[config.mk]
export PLATFORM = sky130hd
export DESIGN_NAME = e3_tx_payload_if
export DESIGN_NICKNAME = d
export VERILOG_FILES = /design/src/rtl/e3_tx_pkg.sv /design/src/rtl/e3_mode_reg.sv /design/src/rtl/e3_bit_ctr.sv /design/src/rtl/e3_nib_ser.sv /design/src/rtl/e3_tx_payload_if.sv
export SDC_FILE = /design/constraint.sdc
export NUM_CORES = 1
export LEC_CHECK = 0
export BUFFER_PORTS_ARGS = -buffer_cell sky130_fd_sc_hd__buf_2
export CAP_MARGIN = 40
export CORE_UTILIZATION = 49
export CTS_CLUSTER_SIZE = 14
export DETAILED_ROUTE_END_ITERATION = 6
export HOLD_SLACK_MARGIN = 0.1
export PLACE_DENSITY = 0.73
export SYNTH_ARGS = -nofsm -noshare
export SYNTH_HDL_FRONTEND = slang
export SYNTH_SLANG_ARGS = --single-unit
[constraint.sdc]
create_clock -name clk_i -period 1.6 [get_ports clk_i]
set_input_delay 0.32 -clock clk_i [delete_from_list [all_inputs] [get_ports clk_i]]
set_output_delay 0.32 -clock clk_i [all_outputs]
set_load 0.02 [all_outputs]
[src/rtl/e3_tx_pkg.sv]
package e3_tx_pkg;
  localparam int MODE_W = 3;

  typedef struct packed {
    logic nibble;
    logic loop_tmd;
    logic aligned;
  } tx_cfg_t;

  localparam tx_cfg_t CFG_DEFAULT = '{nibble: 1'b0, loop_tmd: 1'b1, aligned: 1'b0};

  function automatic tx_cfg_t decode_mode(input logic [MODE_W-1:0] code);
    tx_cfg_t c;
    case (code)
      3'd2:    c = '{nibble: 1'b0, loop_tmd: 1'b0, aligned: 1'b1};
      3'd3:    c = '{nibble: 1'b0, loop_tmd: 1'b0, aligned: 1'b0};
      3'd4:    c = '{nibble: 1'b1, loop_tmd: 1'b1, aligned: 1'b0};
      3'd5:    c = '{nibble: 1'b1, loop_tmd: 1'b0, aligned: 1'b1};
      3'd6:    c = '{nibble: 1'b1, loop_tmd: 1'b0, aligned: 1'b0};
      default: c = CFG_DEFAULT;  // 0, 1, 7
    endcase
    return c;
  endfunction
endpackage

[src/rtl/e3_mode_reg.sv]
module e3_mode_reg
  import e3_tx_pkg::*;
(
  input  logic              clk_i,
  input  logic              rst_ni,
  input  logic              srst_i,
  input  logic [MODE_W-1:0] mode_i,
  output tx_cfg_t           cfg_o
);
  tx_cfg_t cfg_q;

  always_ff @(posedge clk_i or negedge rst_ni) begin
    if (!rst_ni)     cfg_q <= CFG_DEFAULT;
    else if (srst_i) cfg_q <= decode_mode(mode_i);
  end

  assign cfg_o = cfg_q;
endmodule

[src/rtl/e3_bit_ctr.sv]
module e3_bit_ctr #(
  parameter int FRAME_BITS = 1536,
  parameter int NIB_W      = 4
) (
  input  logic clk_i,
  input  logic rst_ni,
  input  logic srst_i,
  input  logic tick_i,
  input  logic realign_i,
  input  logic nib_mode_i,
  output logic last_o,
  output logic nib_first_o
);
  localparam int CNT_W = $clog2(FRAME_BITS);
  localparam int PH_W  = (NIB_W > 1) ? $clog2(NIB_W) : 1;
  localparam logic [CNT_W-1:0] CNT_LAST = CNT_W'(FRAME_BITS - 1);
  localparam logic [PH_W-1:0]  PH_LAST  = PH_W'(NIB_W - 1);

  logic [CNT_W-1:0] cnt_q;
  logic [PH_W-1:0]  ph_q;

  assign last_o      = (cnt_q == CNT_LAST);
  assign nib_first_o = (ph_q == '0);

  always_ff @(posedge clk_i or negedge rst_ni) begin
    if (!rst_ni)                  cnt_q <= '0;
    else if (srst_i || realign_i) cnt_q <= '0;
    else if (tick_i)              cnt_q <= last_o ? '0 : cnt_q + 1'b1;
  end

  // nibble phase restarts with the frame so nibble and frame edges line up
  always_ff @(posedge clk_i or negedge rst_ni) begin
    if (!rst_ni)                     ph_q <= '0;
    else if (srst_i || realign_i)    ph_q <= '0;
    else if (tick_i && nib_mode_i)   ph_q <= (ph_q == PH_LAST) ? '0 : ph_q + 1'b1;
  end
endmodule

[src/rtl/e3_nib_ser.sv]
module e3_nib_ser #(
  parameter int NIB_W = 4
) (
  input  logic             clk_i,
  input  logic             rst_ni,
  input  logic             srst_i,
  input  logic             load_i,
  input  logic             shift_i,
  input  logic [NIB_W-1:0] nib_i,
  output logic             bit_o
);
  logic [NIB_W-1:0] sh_q;

  // first bit bypasses the register so the nibble is used in its capture slot
  assign bit_o = load_i ? nib_i[NIB_W-1] : sh_q[NIB_W-1];

  always_ff @(posedge clk_i or negedge rst_ni) begin
    if (!rst_ni)       sh_q <= '0;
    else if (srst_i)   sh_q <= '0;
    else if (load_i)   sh_q <= {nib_i[NIB_W-2:0], 1'b0};
    else if (shift_i)  sh_q <= {sh_q[NIB_W-2:0], 1'b0};
  end
endmodule

[src/rtl/e3_tx_payload_if.sv]
module e3_tx_payload_if
  import e3_tx_pkg::*;
#(
  parameter int FRAME_BITS = 1536,
  parameter int NIB_W      = 4
) (
  input  logic              clk_i,
  input  logic              rst_ni,
  input  logic              srst_i,
  input  logic [MODE_W-1:0] mode_i,
  input  logic              rec_en_i,
  input  logic              loc_en_i,
  input  logic              frame_ref_i,
  input  logic              ser_i,
  input  logic [NIB_W-1:0]  nib_i,
  output logic              bit_en_o,
  output logic              nib_clk_o,
  output logic              tx_bit_o,
  output logic              tx_vld_o,
  output logic              frame_o
);
  tx_cfg_t cfg;
  logic    tick, ref_q, ref_rise, realign;
  logic    last, nib_first, nib_bit, data_bit;
  logic    bit_q, vld_q, frame_q;

  e3_mode_reg u_mode (
    .clk_i  (clk_i),
    .rst_ni (rst_ni),
    .srst_i (srst_i),
    .mode_i (mode_i),
    .cfg_o  (cfg)
  );

  assign tick = !srst_i && (cfg.loop_tmd ? rec_en_i : loc_en_i);

  always_ff @(posedge clk_i or negedge rst_ni) begin
    if (!rst_ni) ref_q <= 1'b0;
    else         ref_q <= frame_ref_i;
  end

  assign ref_rise = frame_ref_i && !ref_q;
  assign realign  = cfg.aligned && ref_rise && !srst_i;

  e3_bit_ctr #(.FRAME_BITS(FRAME_BITS), .NIB_W(NIB_W)) u_ctr (
    .clk_i       (clk_i),
    .rst_ni      (rst_ni),
    .srst_i      (srst_i),
    .tick_i      (tick),
    .realign_i   (realign),
    .nib_mode_i  (cfg.nibble),
    .last_o      (last),
    .nib_first_o (nib_first)
  );

  e3_nib_ser #(.NIB_W(NIB_W)) u_ser (
    .clk_i   (clk_i),
    .rst_ni  (rst_ni),
    .srst_i  (srst_i),
    .load_i  (tick && cfg.nibble && nib_first),
    .shift_i (tick && cfg.nibble && !nib_first),
    .nib_i   (nib_i),
    .bit_o   (nib_bit)
  );

  assign data_bit = cfg.nibble ? nib_bit : ser_i;

  always_ff @(posedge clk_i or negedge rst_ni) begin
    if (!rst_ni) begin
      bit_q   <= 1'b0;
      vld_q   <= 1'b0;
      frame_q <= 1'b0;
    end else if (srst_i) begin
      bit_q   <= 1'b0;
      vld_q   <= 1'b0;
      frame_q <= 1'b0;
    end else begin
      vld_q   <= tick;
      frame_q <= tick && last;
      if (tick) bit_q <= data_bit;
    end
  end

  assign bit_en_o  = tick;
  assign nib_clk_o = tick && cfg.nibble && nib_first;
  assign tx_bit_o  = bit_q;
  assign tx_vld_o  = vld_q;
  assign frame_o   = frame_q;
endmodule

# Word-level counts from Yosys, hierarchy flattened
# Cells that the tools add are included.
# op_classes
n_mux	17
eq_ne	7
n_reduce_logical	17
addsub	2
# ops
operator	n
11-bit 2-to-1 mux	3
3-bit case mux with 5 select lines	1
4-bit 2-to-1 mux	3
11-bit by 1-bit adder with 11-bit output, second input constant	1
11-bit equality test, second input constant	1
3-bit equality test, second input constant	3
1-bit logical AND	8
1-bit 2-to-1 mux	7
3-bit by 2-bit equality test with 1-bit output, second input constant	2
2-bit 2-to-1 mux	3
2-bit nonzero test	3
1-bit logical NOT	3
3-bit nonzero test	1
2-bit by 1-bit adder with 2-bit output, second input constant	1
2-bit equality test, second input constant	1
2-bit logical NOT	1
1-bit logical OR	1
# word_totals
inputBits	14
ff_bits	24
out_inout_bits	5
wordCells	53

# Logic depth before layout (Yosys ltp)
# logic_depth
ltp_word	8
ltp_mapped	6
depth_no_buf	6

# Cells and area by module
# A second synthesis with hierarchy kept.
# hier_totals
hier_cells	116
hier_area_um2	1214.9
# by_module_without_submodules
mod	seq_area_each_um2	n_inst	cells_per_inst	area_each_um2
e3_bit_ctr	325.3	1	77	737.0
e3_tx_payload_if	100.1	1	13	176.4
e3_nib_ser	75.1	1	14	155.1
e3_mode_reg	76.3	1	12	146.4

# Least setup slack after synthesis
# Ideal clock, no wire load.
# synth_path
path_kind	register to output
startpoint	register u_mode.cfg_q, in the netlist u_mode.cfg_o[1]
endpoint	output nib_clk_o
required_time_ps	1280
n_path_buf	0
stages_incl_launch_ff	4
arrival_ps	1384
setup_slack_ps	-104
path_cell_list	dfstp_2 -> mux2i_1 -> nor3_4 -> and2_1
# synth_between
elab_chain_cells	4
# synth_lines
element	line_no	source
start, declared	e3_mode_reg.sv:10	tx_cfg_t cfg_q;
start signal, assigned	e3_mode_reg.sv:14	else if (srst_i) cfg_q <= decode_mode(mode_i);
1-bit 2-to-1 mux	e3_tx_payload_if.sv:35	assign tick = !srst_i && (cfg.loop_tmd ? rec_en_i : loc_en_i);
1-bit logical AND	e3_tx_payload_if.sv:35	
1-bit logical AND (2 in series)	e3_tx_payload_if.sv:85	assign nib_clk_o = tick && cfg.nibble && nib_first;
end, declared	e3_tx_payload_if.sv:17	output logic nib_clk_o,
# Every way passes these cells.

# Worst setup path in the final report
# Same ends and word-level chain as after synthesis.

==> results.sh <==
export IMPL_outcome="complete, but fails checks"
export IMPL_critPathMaxStageDelay_ns=0.58
export IMPL_post_place_ws_ns=0.03904
export IMPL_ios=19
export IMPL_area_growth_pct=19.33
export IMPL_cts_max_path_buffers=2
export IMPL_clock_sinks=23
export IMPL_clock_skew_ns=0.003097
export IMPL_row_count=17
export IMPL_violations="setup timing"
export IMPL_syn_instance_count=118
export IMPL_grt_max_degree=24
export IMPL_grt_pass1_vias=893
export IMPL_setup_viol=11
export IMPL_antenna_found_initial=0
export IMPL_dieArea_mm2=0.002658
export IMPL_drive_gt1_share_pct=29.17
export IMPL_final_max_slew_viol_count=0
export IMPL_period_needed_ns=1.807
export IMPL_grt_pass1_wl_mm=3.795
export IMPL_critPathArrivalTime_ns=1.49
export IMPL_fin_crit_sh_pct=112.9
export IMPL_synth_area_top_cells="dfrtp_1 (46%), nor2_1 (5.3%), xor2_1 (5.1%)"
export IMPL_yosys_cell_types_count=33
export IMPL_cp_required_ns=1.28
export IMPL_seq_area_frac_synth_pct=47.92
export IMPL_cp_end_kind="output pin"
export IMPL_antenna_cells=0
export IMPL_clockRootBuffer="clkbuf_4"
export IMPL_max_freq_mhz=553.4
export IMPL_vias=922
export IMPL_clock_latency_ns=0.30
export IMPL_yosysTopAreaCellShare_pct=45.74
export IMPL_nFillCells=203
export IMPL_syn_area_mm2=0.001204
export IMPL_cts_buffers=3
export IMPL_post_drt_wl_per_cell_um=13.23
export IMPL_h_tree_depth=1
export IMPL_path_max_fanout=3
export IMPL_tightest_slew_ns=0.5091
export IMPL_drtIter0Drc=7
export IMPL_die_x_um=51.56
export IMPL_yosysWarningCount=0
export IMPL_hold_viol=0
export IMPL_drt_first_pass_iters=4
export IMPL_crit_type="reg -> out"
export IMPL_grt_use_total_pct=19.28
export IMPL_whs_ns=0.1252
export IMPL_path_clk_slew_ns=0.13
export IMPL_critPathLaunchType="register"
export IMPL_cpLargestDelayFamily="flip-flops"
export IMPL_grt_overflow=0
export IMPL_initial_core_util_pct=53.39
export IMPL_port_buffers=18
export IMPL_ys_seq_elements=23
export IMPL_layout_nets=162
export IMPL_wl_mm=2.276
export IMPL_yosysTopAreaCell="dfrtp_1"
export IMPL_drc_errors=0
export IMPL_crit_buf_inv=1
export IMPL_hpwl_mm=1.695
export IMPL_gp_congestion=0.8313
export IMPL_syn_nets=135
export IMPL_ir_drop_mv=0.5516
export IMPL_design_core_area_mm2=0.002255
export IMPL_maxCapViolCount=0
export IMPL_cp_cell_sequence="mux2i_4 -> nor3_4 -> and2_4 -> buf_6"
export IMPL_max_slew_margin_pct=66.06
export IMPL_p_leak_nw=0.6736
export IMPL_via_per_inst=5.360
export IMPL_slowest_stage="dfstp_2"
export IMPL_chipHeight_um=51.56
export IMPL_synth_avg_cell_area_um2=10.20
export IMPL_setup_slack_ns=-0.2072
export IMPL_grt_setup_unrepaired="yes"
export IMPL_drtAntennaViolNets=0
export IMPL_min_path_type="in -> reg"
export IMPL_tritoncts="built"
export IMPL_p_per_area_mw_per_mm2=770.1
## sequential cells by signal, summed over array words and instances, names as in the netlist
signal and count:
frame_o 1, ref_q 1, tx_bit_o 1, tx_vld_o 1
u_ctr.cnt_q 11, u_ctr.ph_q 2, u_mode.cfg_o 3, u_ser.sh_q 3
## cells in the mapped netlist
cell and count:
dfstp_2 1, xor2_1 7, nand4_1 2, mux2_2 3, mux2_4 1, o311ai_4 1
and3b_4 1, buf_2 2, or3_1 2, and3_1 2, nor2_1 17, o21ai_0 6
a21o_1 1, o31ai_2 1, dfrtp_1 22, or2_1 1, nand3_1 4, nor3b_1 1
nor2b_1 1, and4_2 1, mux2i_1 5, a21oi_1 7, nor3_4 1, inv_1 3
nand2_1 11, and2_1 2, nor3_1 1, a41o_1 1, clkbuf_1 1, nand2b_1 4
and4b_1 1, ha_1 3, nand4b_1 1
## path summary, 6_finish.rpt
check / start / endpoint / slack, ns / depth (start not counted)
min in group asynchronous: rst_ni / u_ctr.cnt_q[3]$_DFFE_PN0P_ / 0.50 / 2
setup / recovery: u_mode.cfg_o[1]$_DFFE_PN1P_ / nib_clk_o / -0.21 / 4
max in group asynchronous: rst_ni / u_mode.cfg_o[1]$_DFFE_PN1P_ / 0.74 / 2
setup reg to reg: u_mode.cfg_o[1]$_DFFE_PN1P_ / u_ctr.cnt_q[7]$_DFFE_PN0P_ / -0.14 / 6
hold reg to reg: u_mode.cfg_o[0]$_DFFE_PN0P_ / u_mode.cfg_o[0]$_DFFE_PN0P_ / 0.56 / 2
hold / removal: frame_ref_i / ref_q$_DFF_PN0_ / 0.13 / 1
## report_power, final
| group | internal [mW] | switching (mW) | leakage (nW) |
|---|---|---|---|
| combinational | 0.0973 | 0.113 | 0.348 |
| clock | 0.0931 | 0.173 | 0.0177 |
| sequential | 0.611 | 0.0190 | 0.308 |
## kinds of logic (layout without fill, tap and decap cells)
family	Yosys count	count (layout)	synth area share, %
multiplexers	9	9	8.212
AO/OA/AOI/OAI	17	17	10.08
XOR/XNOR	7	7	5.094
buffers and inverters	6	32	2.079
adder cells (fa/ha/maj)	3	3	3.119
AND/OR/NAND/NOR	53	53	23.49
flip-flops	23	23	47.92
## placed cells by master, fill, tap and decap left out, types with 4 or more instances in the layout
| cell | n |
|---|---|
| nor2_1 | 17 |
| buf_4 | 5 |
| xor2_1 | 7 |
| dfrtp_1 | 22 |
| o21ai_0 | 4 |
| nand2b_1 | 4 |
| nand2_1 | 9 |
| a21oi_1 | 7 |
| nand3_1 | 4 |
| mux2i_1 | 4 |
| buf_2 | 17 |
## stage by stage
stage,total power [mW],std cells,setup TNS (ns),instance area [um^2],utilization (%)
after global placement,0.8176,165,0,1349,59.82
after detailed placement,0.8246,165,0,1349,59.82
after CTS,1.106,171,-0.6027,1415,62.76
after floorplan,0.7511,118,0,1207,-
final,1.106,172,-1.013,1436,63.71
after global routing,1.160,172,-1.663,1436,63.71
## layout make-up
cell class	instances	area (um^2)	share of cell area, %
clock buffer	3	22.52	1.568
tap	28	35.03	2.439
sequential	23	576.8	40.16
multi-input combinational	89	630.6	43.90
inverter	3	11.26	0.7840
timing repair buffer	25	155.1	10.80
clock inverter	1	5.005	0.3484
## per-layer routing
metal  up-vias  track usage [%]  wire [um]
met5         -                0          0
met4         0            5.856         14
met3         2            3.801         65
met2        17            32.47       1125
met1       441            25.05       1070
li1        462                -          -
## what timing repair did
action	CTS	global route
endpoints found under the setup margin	2	10
setup buffers	1	1
pin swaps	3	3
resized for setup	6	4
hold buffers	1	0
hold endpoints to repair	22	0
Note: power is estimated with default switching activity, not from simulation.
